[src/rtl/cdiv_pkg.sv]
package cdiv_pkg;
  localparam int DATA_W = 8;
  localparam int CODE_W = 4;
  localparam int CNT_W  = 6;
  localparam int FSEL_W = 2;
  localparam int NUM_CH = 3;

  typedef logic [CODE_W-1:0] code_t;
  typedef logic [CNT_W-1:0]  ratio_t;

  // base factor from the low pair, power-of-two multiplier from the high pair
  function automatic ratio_t ratio_of(code_t code, logic alt);
    ratio_t base;
    unique case (code[1:0])
      2'd0:    base = alt ? ratio_t'(4) : ratio_t'(2);
      2'd1:    base = ratio_t'(3);
      2'd2:    base = ratio_t'(5);
      default: base = ratio_t'(7);
    endcase
    return base << code[3:2];
  endfunction

  function automatic code_t default_code(logic [FSEL_W-1:0] fs);
    return {fs, 2'b00};
  endfunction
endpackage

[src/rtl/cdiv_regs.sv]
module cdiv_regs
  import cdiv_pkg::*;
(
  input  logic              clk,
  input  logic              rst_n,
  input  logic [FSEL_W-1:0] fsel,
  input  logic              wr_en,
  input  logic              wr_addr,
  input  logic [DATA_W-1:0] wr_data,
  input  logic              rd_addr,
  output logic [DATA_W-1:0] rd_data,
  output code_t [NUM_CH-1:0] codes,
  output logic  [NUM_CH-1:0] inv
);
  localparam logic [DATA_W-1:0] R1_MASK = 8'h3F;

  logic [DATA_W-1:0] reg0_q, reg1_q;
  code_t dflt;

  assign dflt = default_code(fsel);

  always_ff @(posedge clk) begin
    if (!rst_n) begin
      reg0_q <= {dflt, dflt};
      reg1_q <= {{(DATA_W-CODE_W){1'b0}}, dflt};
    end else if (wr_en) begin
      if (wr_addr) reg1_q <= wr_data & R1_MASK;
      else         reg0_q <= wr_data;
    end
  end

  assign rd_data  = rd_addr ? reg1_q : reg0_q;
  assign codes[0] = reg0_q[7:4];
  assign codes[1] = reg0_q[3:0];
  assign codes[2] = reg1_q[3:0];
  assign inv      = {reg1_q[5], reg1_q[4], 1'b0};
endmodule

[src/rtl/cdiv_chan.sv]
module cdiv_chan
  import cdiv_pkg::*;
#(
  parameter bit ALT_DECODE = 1'b0
) (
  input  logic  clk,
  input  logic  rst_n,
  input  code_t code_i,
  input  logic  inv_i,
  output logic  clk_o
);
  ratio_t cnt_q, ratio_q, cnt_inc, half_w;
  logic   lead_q, trail_q, raw_w, wrap_w;

  assign cnt_inc = cnt_q + ratio_t'(1);
  assign half_w  = ratio_q >> 1;
  assign wrap_w  = (cnt_inc == ratio_q);

  // rising edge of each output period is where a new ratio is adopted
  always_ff @(posedge clk) begin
    if (!rst_n) begin
      cnt_q   <= '0;
      lead_q  <= 1'b0;
      ratio_q <= ratio_of(code_i, ALT_DECODE);
    end else if (wrap_w) begin
      cnt_q   <= '0;
      lead_q  <= 1'b1;
      ratio_q <= ratio_of(code_i, ALT_DECODE);
    end else begin
      cnt_q   <= cnt_inc;
      lead_q  <= (cnt_inc < half_w);
    end
  end

  // half-cycle delayed copy stretches odd high phases by half a cycle
  always_ff @(negedge clk) begin
    if (!rst_n) trail_q <= 1'b0;
    else        trail_q <= lead_q;
  end

  assign raw_w = ratio_q[0] ? (lead_q | trail_q) : lead_q;
  assign clk_o = raw_w ^ inv_i;
endmodule

[src/rtl/cdiv_bank.sv]
module cdiv_bank
  import cdiv_pkg::*;
(
  input  logic              clk_ref,
  input  logic              rst_n,
  input  logic [FSEL_W-1:0] fsel,
  input  logic              wr_en,
  input  logic              wr_addr,
  input  logic [DATA_W-1:0] wr_data,
  input  logic              rd_addr,
  output logic [DATA_W-1:0] rd_data,
  output logic [NUM_CH-1:0] clk_out
);
  code_t [NUM_CH-1:0] code_w;
  logic  [NUM_CH-1:0] inv_w;

  cdiv_regs u_regs (
    .clk     (clk_ref),
    .rst_n   (rst_n),
    .fsel    (fsel),
    .wr_en   (wr_en),
    .wr_addr (wr_addr),
    .wr_data (wr_data),
    .rd_addr (rd_addr),
    .rd_data (rd_data),
    .codes   (code_w),
    .inv     (inv_w)
  );

  for (genvar i = 0; i < NUM_CH; i++) begin : g_ch
    cdiv_chan #(.ALT_DECODE(i == 0)) u_ch (
      .clk    (clk_ref),
      .rst_n  (rst_n),
      .code_i (code_w[i]),
      .inv_i  (inv_w[i]),
      .clk_o  (clk_out[i])
    );
  end
endmodule

[config.mk]
export PLATFORM = sky130hd
export DESIGN_NAME = cdiv_bank
export DESIGN_NICKNAME = d
export VERILOG_FILES = /design/src/rtl/cdiv_pkg.sv /design/src/rtl/cdiv_regs.sv /design/src/rtl/cdiv_chan.sv /design/src/rtl/cdiv_bank.sv
export SDC_FILE = /design/constraint.sdc
export NUM_CORES = 1
export LEC_CHECK = 0
export CAP_MARGIN = 10
export CORE_AREA = 5 5 108 69
export DETAILED_ROUTE_END_ITERATION = 16
export DIE_AREA = 0 0 113 74
export PLACE_DENSITY = 0.81
export RECOVER_POWER = 50
export SLEW_MARGIN = 20
export SYNTH_ARGS = -nofsm -noshare
export SYNTH_HDL_FRONTEND = slang
export SYNTH_SLANG_ARGS = --single-unit
[constraint.sdc]
create_clock -name clk_ref -period 3.43 [get_ports clk_ref]
set_clock_uncertainty 0.15 [all_clocks]
set_input_delay 0.8575 -clock clk_ref [delete_from_list [all_inputs] [get_ports clk_ref]]
set_output_delay 0.8575 -clock clk_ref [all_outputs]
set_load 0.02 [all_outputs]
---- After elaboration in Yosys (flattened, before gate mapping) ----
Cells that the tools add are included.
storage, ports and cells
  bits in registers ....................... 56
  input bits .............................. 15
  output and inout port bits .............. 11
  logic and storage cells ................. 91
operators by class
  $add $sub $neg .......................... 3
  order comparisons ....................... 3
  equal/unequal tests ..................... 15
  shift-type cells ........................ 6
  muxes and demuxes ....................... 31
  bitwise operators ....................... 7
  reductions and logical operators ........ 10
operators with widths
  kind                                           number
  2-to-1 mux 6 bit                               15
  << shifter 6 x 2 -> 6 bit                      6
  2-to-1 mux 8 bit                               4
  one-hot mux 3 bit (3 select lines)             3
  adder 6 x 1 -> 6 bit, second input constant    3
  == test 6 bit                                  3
  less-than comparator 6 x 5 -> 1 bit            3
  2-to-1 mux 4 bit                               3
  != test 2 x 1 -> 1 bit, second input constant  5
  AND reduction 2 bit                            4
  == test 2 x 1 -> 1 bit, second input constant  3
  == test 2 bit, second input constant           3
  zero test 2 bit                                3
  2-to-1 mux 1 bit                               6
  OR reduction 2 bit                             3
  OR 1 bit                                       3
  != test 2 bit, second input constant           1
  inverter 1 bit                                 2
  XOR 1 bit                                      2

---- Longest topological paths before layout ----
Gate-level depths: netlist of run 1.
  word-level depth ........................ 7
  depth in mapped cells ................... 7
  depth with buffers taken out ............ 7

---- Modules after synthesis ----
A second synthesis of run 1 with hierarchy kept.
unflattened totals
  cell total of the unflattened synthesis .. 311
  area, all modules ....................... 3221.8 um^2
by module, submodules not included
  module                     instances  cells an instance  area each (um^2)  seq. area each (um^2)
  cdiv_chan at g_ch[1].u_ch  1          84                 860.8             340.3
  cdiv_chan at g_ch[2].u_ch  1          83                 859.6             340.3
  cdiv_chan at g_ch[0].u_ch  1          80                 843.3             340.3
  cdiv_regs                  1          64                 658.1             340.3

==> flow_summary.ini, run 1 <==
[status]
status = complete, but fails checks
violations = negative setup slack

[timing]
holdWs_ns = 0.350
setup_ws_ns = -0.439
worstMarginPinSlew_ns = 0.913
finalHoldViolCount = 0
maxSlewViolCount = 0
rsz0062_at_grt = yes
setup_viol_count_final = 3
slew_headroom_pct = 38.5

[floorplanning]
die_area_mm2 = 0.00836
core_area_mm2 = 0.00642
start_util_pct = 49.8
placementRows = 23
die_w_um = 113
die_h_um = 74
io_pins = 26

[synthesis]
synth-edff-count = 24
ys_ff_latch = 56
yosysUniqueCellTypes = 38
synth_top_family_by_area = XOR/XNOR gates
synth_common_cells = 40 x nand2_1, 32 x dfxtp_1, 31 x a21oi_1, 24 x edfxtp_1, 24 x o21ai_0
avgSynthCellArea_um2 = 9.99
synth_compound_area_share_pct = 14.5
synthAdderAreaFrac_pct = 5.87
synth_area_mm2 = 0.00320
synthArstFlopShare_pct = 0
synth_largest_area_cell = edfxtp_1
synthTopCellsByArea = edfxtp_1 23%, dfxtp_1 20%, xnor3_1 8.5%
yosysSeqAreaShare_pct = 42.6
yosysWarnings = 0
synth_ff_type = dfxtp_1
synth-simple-area-share_pct = 14.0
yosysMostFrequentCell = nand2_1
syn_inst = 320
yosys.area_share.xor_xnor_pct = 16.2
synth_top_area_share_pct = 22.6
yosys-mux-area-fraction_pct = 1.41
syn_nets = 350

[layout]
post-route-util_pct = 56.7
diodes = 0
area_growth_pct = 13.8
layout.nets = 371
drive_above_1_share_pct = 7.89
fillers = 548

[setup_path]
cp_slowest_cell = dfxtp_1
critical_path.max_stage_delay_ns = 0.30
cp_cell_sequence = a21oi_2 > xnor2_1 > buf_4
start_kind = register
crit_type = register to output port
cp.arrival_ns = 2.86
worstPathRequired_ns = 2.42
rr_worst_depth = 5
cp_max_fo = 1
end_kind = output port

[pwr]
ir_worst_vdd_v = 0.000247
leakage_nw = 1.56
powerDensity_mw_per_mm2 = 470

[clock_network]
cts_tree = done
clock_path_buffers = 2
htreeDepth = 2
cts_made_buffers = 5
clock-sinks = 56
clock_latency_ns = 0.31
clk_pin_slew_worst_paths_ns = 0.10
root_buffer = clkbuf_8

[global_routing]
gr-total-overflow = 0
grt_use_total_pct = 16.7
grt_max_degree = 19
grt_pass1_wl_um = 11000
grt_pass1_vias = 2251
antenna_found_initial = 0

[hold_path]
hold_path.class = register to register
worstHoldPathCells = 2

[routing]
drcViolationCount = 0
vias_per_cell = 5.37
drt-total-wl_um = 6550
ant_nets = 0
drtPass1Iterations = 4
num_vias = 2302
first_iter_violations = 164
avgRoutedWirePerCell_um = 15.3

[place]
portBuffers = 25
gp_congestion = 0.853
dp_hpwl_um = 5000

[flow_run]
drv_cap = 0
==> cell usage in the layout (no fill, tap or decap), drive strengths merged, types with 12 or more instances in the layout <==
| cell | netlist | routed |
|---|---|---|
| a21oi | 31 | 31 |
| inv | 19 | 22 |
| edfxtp | 24 | 24 |
| ha | 15 | 15 |
| clkdlybuf4s50 | 0 | 19 |
| dfxtp | 32 | 32 |
| o21ai | 24 | 24 |
| nand2 | 40 | 40 |
| xnor3 | 12 | 12 |
| nor2 | 13 | 13 |
==> cells by family (layout without fill, tap and decap cells) <==
kind of cell             after synthesis  in the layout
XOR/XNOR                              35             35
flip-flops                            56             56
buffers and inverters                 39             61
multiplexers                           4              4
AO/OA/AOI/OAI                         76             76
AND/OR/NAND/NOR                       95             95
adder cells (fa/ha/maj)               15             15
==> stage by stage <==
stage / std cells / cell area (um2) / TNS [ns] / power, mW / worst slack [ns]
2_1_floorplan: 320 / 3200 / 0 / 1.09 / 0.000248
3_3_place_gp: 419 / 3500 / -1.63 / 1.18 / -0.558
3_5_place_dp: 419 / 3500 / -1.66 / 1.19 / -0.554
4_1_cts: 429 / 3650 / -1.11 / 1.72 / -0.445
5_1_grt: 429 / 3640 / -1.25 / 1.79 / -0.494
6_report: 429 / 3640 / -1.08 / 1.71 / -0.439
==> final timing paths <==
check | slack, ns | to | start
worst max register to register | 0.76 | g_ch[2].u_ch.ratio_q[5]$_SDFFCE_PN0P_ | g_ch[2].u_ch.cnt_q[0]$_SDFF_PP0_
worst max-delay path | -0.44 | clk_out[2] | g_ch[2].u_ch.trail_q$_SDFF_NN0_
worst min register to register | 0.35 | u_regs.reg0_q[0]$_SDFFE_PN0P_ | u_regs.reg0_q[0]$_SDFFE_PN0P_
worst min-delay path | 0.35 | u_regs.reg0_q[0]$_SDFFE_PN0P_ | u_regs.reg0_q[0]$_SDFFE_PN0P_
==> timing repair <==
item / CTS / global route
gates resized for setup: 20 / 1
pin swaps: 5 / 2
hold buffers: 0 / 0
endpoints found under the setup margin: 3 / 4
setup buffers: 0 / 0
==> registers in the layout (all words and copies together), names as in the netlist <==
name               flops
u_regs.reg0_q          8
g_ch.u_ch.lead_q       3
g_ch.u_ch.ratio_q     18
g_ch.u_ch.cnt_q       18
u_regs.reg1_q          6
g_ch.u_ch.trail_q      3
==> cell type report <==
| class | count | area [um2] | share of cell area [%] |
|---|---|---|---|
| well taps | 87 | 109 | 2.99 |
| multi-input cells | 225 | 1660 | 45.5 |
| inverters | 19 | 71.3 | 1.96 |
| repair buffers | 31 | 290 | 7.98 |
| flip-flops and latches | 56 | 1360 | 37.4 |
| clock inverters | 6 | 80.1 | 2.20 |
| clock buffers | 5 | 68.8 | 1.89 |
==> where the power goes <==
group | internal [mW] | switching, mW | leakage [nW]
logic | 0.175 | 0.170 | 0.967
registers | 0.764 | 0.0637 | 0.507
clock network | 0.299 | 0.237 | 0.0847
total | 1.24 | 0.470 | 1.56
==> worst max-delay path, delay by kind of cell (launching register included) <==
family                    cells  cell delay (ns)
DFF                           1             0.30
buffers and inverters         1             0.17
AOI/OAI and AO/OA             1             0.15
xor gates and xnor gates      1             0.15
==> routing by layer <==
layer	vias up	track usage (%)	routed length, um
met3	4	3.33	342
met5	-	0	0
met4	0	6.40	48
met2	57	24.3	2780
li1	1170	-	-
met1	1071	24.7	3380
(Power assumes the default switching activity.)
==> run 2, diff against run 1 <==
--- a/config.mk
+++ b/config.mk
@@ -6,10 +6,10 @@
 export NUM_CORES = 1
 export LEC_CHECK = 0
 export CAP_MARGIN = 10
-export CORE_AREA = 5 5 108 69
+export CORE_AREA = 5 5 140 88
 export DETAILED_ROUTE_END_ITERATION = 16
-export DIE_AREA = 0 0 113 74
-export PLACE_DENSITY = 0.81
+export DIE_AREA = 0 0 145 93
+export PLACE_DENSITY = 0.56
 export RECOVER_POWER = 50
 export SLEW_MARGIN = 20
 export SYNTH_ARGS = -nofsm -noshare
==> flow_summary.ini, run 2 (synthesis gave the netlist of run 1 again) <==
[status]
status = complete, but fails checks
violations = negative setup slack

[floorplanning]
io_pins = 26
core_area_mm2 = 0.0110
die_area_mm2 = 0.0135
start_util_pct = 29.1
placementRows = 30
die_w_um = 145
die_h_um = 93

[timing]
finalHoldViolCount = 0
maxSlewViolCount = 0
rsz0062_at_grt = yes
worstMarginPinSlew_ns = 0.860
slew_headroom_pct = 42.1
setup_ws_ns = -0.372
holdWs_ns = 0.359
setup_tns_ns = -1.23
setup_viol_count_final = 6

[setup_path]
path_delay_family = flip-flops
cp_num_buf_inv = 1
cp_slowest_cell = dfxtp_1
critical_path.max_stage_delay_ns = 0.30
cp.arrival_ns = 2.79
cp_cell_sequence = a21oi_2 > xnor2_1 > buf_4
crit_type = register to output port
start_kind = register
cp_max_fo = 1
worstPathRequired_ns = 2.42
end_kind = output port

[global_routing]
grt_pass1_wl_um = 11100
grt_use_total_pct = 10.2
grt_max_degree = 20
grt_pass1_vias = 2105
gr-total-overflow = 0
antenna_found_initial = 0

[routing]
avgRoutedWirePerCell_um = 14.2
first_iter_violations = 171
vias_per_cell = 4.77
num_vias = 2316
drt-total-wl_um = 6910
drcViolationCount = 0
drtPass1Iterations = 6
ant_nets = 0

[pwr]
powerDensity_mw_per_mm2 = 460
ir_worst_vdd_v = 0.000221
leakage_nw = 1.58

[clock_network]
cts_made_buffers = 5
post_cts_buffers = 0
cts_tree = done
clk_pin_slew_worst_paths_ns = 0.08
clock_path_buffers = 2
root_buffer = clkbuf_16
ctsHoldBuffers = 0
clock-sinks = 56
htreeDepth = 2
clock_latency_ns = 0.30

[hold_path]
hold_path.class = register to register

[layout]
reg_top3 = g_ch.u_ch.cnt_q (18), g_ch.u_ch.ratio_q (18), u_regs.reg0_q (8)
layout.nets = 371
final_cell_mix = 40 x nand2_1, 32 x dfxtp_1, 29 x a21oi_1, 24 x o21ai_0, 24 x edfxtp_1
fin_area_mm2 = 0.00371
area_growth_pct = 16.2
post-route-util_pct = 33.8
final_common_cell = nand2_1
fillers = 1092
diodes = 0
drive_above_1_share_pct = 7.02

[place]
dp_hpwl_um = 5370
gp_congestion = 0.836
placed_cell_area_mm2 = 0.00357
portBuffers = 25
dp_slack_ns = -0.497

[flow_run]
drv_cap = 0
[run 2: where the power goes]
part	internal (mW)	total [mW]	leakage [nW]	switching, mW
Sequential	0.764	0.829	0.507	0.0650
Combinational	0.171	0.339	0.979	0.168
Clock	0.281	0.541	0.0907	0.260
Total	1.22	1.71	1.58	0.493
[run 2: layout make-up]
class                           count  area [um2]  share of cell area [%]
Timing Repair Buffer               31         280                    7.54
Multi-Input combinational cell    225        1660                    44.7
Inverter                           19        71.3                    1.92
Clock inverter                      6        35.0                   0.943
Clock buffer                        5         125                    3.37
Tap cell                          144         180                    4.85
Sequential cell                    56        1360                    36.6
[run 2: worst register-to-register path, stage by stage (launching register included)]
cell	delay, ns
dfxtp_1	0.46
ha_1	0.28
xor3_1	0.32
nor3_1	0.32
nand3_1	0.14
o21ai_0	0.71
[run 2: per-stage QoR]
step / cells / power (mW)
4_1_cts: 486 / 1.73
3_5_place_dp: 476 / 1.19
5_1_grt: 486 / 1.81
3_3_place_gp: 476 / 1.19
6_report: 486 / 1.71
2_1_floorplan: 320 / 1.09
[run 2: worst paths after layout]
| kind | from | endpoint | slack [ns] | cells past startpoint |
|---|---|---|---|---|
| min | u_regs.reg0_q[0]$_SDFFE_PN0P_ | u_regs.reg0_q[0]$_SDFFE_PN0P_ | 0.36 | 2 |
| min reg2reg | u_regs.reg0_q[0]$_SDFFE_PN0P_ | u_regs.reg0_q[0]$_SDFFE_PN0P_ | 0.36 | 2 |
| max | g_ch[2].u_ch.trail_q$_SDFF_NN0_ | clk_out[2] | -0.37 | 3 |
| max reg2reg | g_ch[0].u_ch.cnt_q[0]$_SDFF_PP0_ | g_ch[0].u_ch.ratio_q[5]$_SDFFCE_PN0P_ | 0.68 | 5 |
[run 2: timing repair]
action,CTS,global route
pin swaps,5,0
gates resized for setup,20,3
setup endpoints to repair,3,6
[run 2: layer usage]
layer / track usage [%] / vias to the layer above / part of all wire, %
met5: 0 / - / 0
met4: 1.88 / 0 / 0.68
met3: 3.29 / 6 / 6.3
met2: 13.3 / 53 / 38
met1: 16.1 / 1085 / 55
li1: - / 1172 / -
==> run 3, diff against run 2 <==
--- a/config.mk
+++ b/config.mk
@@ -6,10 +6,10 @@
 export NUM_CORES = 1
 export LEC_CHECK = 0
 export CAP_MARGIN = 10
-export CORE_AREA = 5 5 140 88
+export CORE_AREA = 5 5 105 68
 export DETAILED_ROUTE_END_ITERATION = 16
-export DIE_AREA = 0 0 145 93
-export PLACE_DENSITY = 0.56
+export DIE_AREA = 0 0 110 73
+export PLACE_DENSITY = 0.84
 export RECOVER_POWER = 50
 export SLEW_MARGIN = 20
 export SYNTH_ARGS = -nofsm -noshare
==> flow_summary.ini, run 3 (synthesis gave the netlist of run 1 again) <==
[status]
status = complete, but fails checks
violations = negative setup slack

[floorplanning]
core_area_mm2 = 0.00624
placementRows = 23
die_area_mm2 = 0.00803
die_h_um = 73
io_pins = 26
die_w_um = 110
start_util_pct = 51.2

[layout]
diodes = 0
layout.nets = 370
post-route-util_pct = 57.4
final_cell_mix = 40 x nand2_1, 32 x dfxtp_1, 29 x a21oi_1, 24 x o21ai_0, 24 x edfxtp_1
area_growth_pct = 12.1
fillers = 524
drive_above_1_share_pct = 7.33
final_common_cell = nand2_1
reg_top3 = g_ch.u_ch.cnt_q (18), g_ch.u_ch.ratio_q (18), u_regs.reg0_q (8)

[setup_path]
worstPathRequired_ns = 2.42
endpoint = clk_out[2]
cp_max_fo = 1
start_kind = register
rr_worst_depth = 5
end_kind = output port
reg2reg_slack_ns = 0.77
setup.worst_path.start = g_ch[2].u_ch.trail_q$_SDFF_NN0_
cp.arrival_ns = 2.82
crit_type = register to output port
r2r-start = g_ch[2].u_ch.cnt_q[0]$_SDFF_PP0_
r2r_end = g_ch[2].u_ch.ratio_q[1]$_SDFFCE_PP0P_

[pwr]
leakage_nw = 1.57
swShare_pct = 30.0
netSwitchingPower_uw = 465
p_comb_share_pct = 21.8
seqPwrFrac_pct = 53.3
ir_worst_vdd_v = 0.000277
internal-power_mw = 1.09
powerDensity_mw_per_mm2 = 433
power.total_mw = 1.55
p_clk_share_pct = 24.9

[clock_network]
clock_path_buffers = 2
clock_latency_ns = 0.32
clk_pin_slew_worst_paths_ns = 0.11
htreeDepth = 2
cts_made_buffers = 5
ctsHoldBuffers = 0
root_buffer = clkbuf_8
post_cts_buffers = 0
clock-sinks = 56
cts_tree = done

[routing]
vias_per_cell = 5.37
drcViolationCount = 0
drt-total-wl_um = 6390
num_vias = 2297
ant_nets = 0
drtPass1Iterations = 4
first_iter_violations = 106
avgRoutedWirePerCell_um = 14.9

[timing]
holdWs_ns = 0.361
maxSlewViolCount = 0
finalHoldViolCount = 0
rsz0062_at_grt = yes
worstMarginPinSlew_ns = 0.858
setup_ws_ns = -0.393
setup_viol_count_final = 3
slew_headroom_pct = 42.2

[place]
gp_congestion = 0.923
dp_hpwl_um = 4920
dp_slack_ns = -0.518
portBuffers = 25

[global_routing]
grt_pass1_wl_um = 10600
gr-total-overflow = 0
grt_use_total_pct = 17.1
grt_max_degree = 19
antenna_found_initial = 0
grt_pass1_vias = 2147

[hold_path]
worstHoldPathCells = 2
hold_path.class = register to register

[flow_run]
drv_cap = 0
[run 3: cell count changes in the layout (fill, tap and decap cells not counted), sizes merged]
cell           change
clkbuf             -4
buf                +3
dlymetal6s2s       +1
inv                -1
clkinvlp           +1
clkdlybuf4s50      -1
[run 3: metal layers]
metal	wire length, um	share of wire, %	track usage (%)
met1	3310	52	26.2
met2	2650	41	23.3
met3	351	5.5	4.24
met4	85	1.3	5.39
met5	0	0	0
[run 3: stage by stage]
step	instances	instance area [um2]	TNS, ns
global placement	418	3490	-1.67
finish	428	3580	-0.991
global route	428	3580	-1.16
CTS	428	3590	-1.03
detailed placement	418	3490	-1.71
floorplan	320	3200	0
[run 3: repair_timing]
action	in CTS	in global routing
pin swaps	4	0
setup endpoints to repair	3	7
hold endpoints to repair	0	0
gates resized for setup	20	4
cloned	0	0
[run 3: worst min-delay path by stage]
| stage | startpoint | endpoint | slack [ns] |
|---|---|---|---|
| final | u_regs.reg0_q[5]$_SDFFE_PN0P_ | u_regs.reg0_q[5]$_SDFFE_PN0P_ | 0.36 |
| after floorplan | u_regs.reg1_q[4]$_SDFFE_PN0P_ | u_regs.reg1_q[4]$_SDFFE_PN0P_ | 0.31 |
| after global routing | u_regs.reg0_q[0]$_SDFFE_PN0P_ | u_regs.reg0_q[0]$_SDFFE_PN0P_ | 0.40 |
| after CTS | u_regs.reg0_q[5]$_SDFFE_PN0P_ | u_regs.reg0_q[5]$_SDFFE_PN0P_ | 0.37 |
| after detailed placement | u_regs.reg0_q[5]$_SDFFE_PN0P_ | u_regs.reg0_q[5]$_SDFFE_PN0P_ | 0.35 |
| after global placement | u_regs.reg0_q[0]$_SDFFE_PN0P_ | u_regs.reg0_q[0]$_SDFFE_PN0P_ | 0.34 |
[run 3: area by class of cell]
class / instances / area (um2) / area share (%)
sequential: 56 / 1360 / 38.0
clock inverter: 6 / 32.5 / 0.908
timing repair buffer: 30 / 290 / 8.10
inverter: 19 / 71.3 / 1.99
tap: 87 / 109 / 3.04
clock buffer: 5 / 68.8 / 1.92
multi-input combinational: 225 / 1650 / 46.0
[run 3: critical path, stage by stage, from the launching register on]
cell,delay [ns]
dfxtp_1,0.30
a21oi_2,0.12
xnor2_1,0.14
buf_4,0.17
[run 3: power by group through the flow]
stage,clock (mW),sequential [mW],combinational (mW)
after floorplan,0.00728,0.810,0.273
after global routing,0.421,0.836,0.377
final,0.386,0.827,0.339
after detailed placement,0.00728,0.840,0.340
after global placement,0.00728,0.837,0.329
after CTS,0.394,0.826,0.343
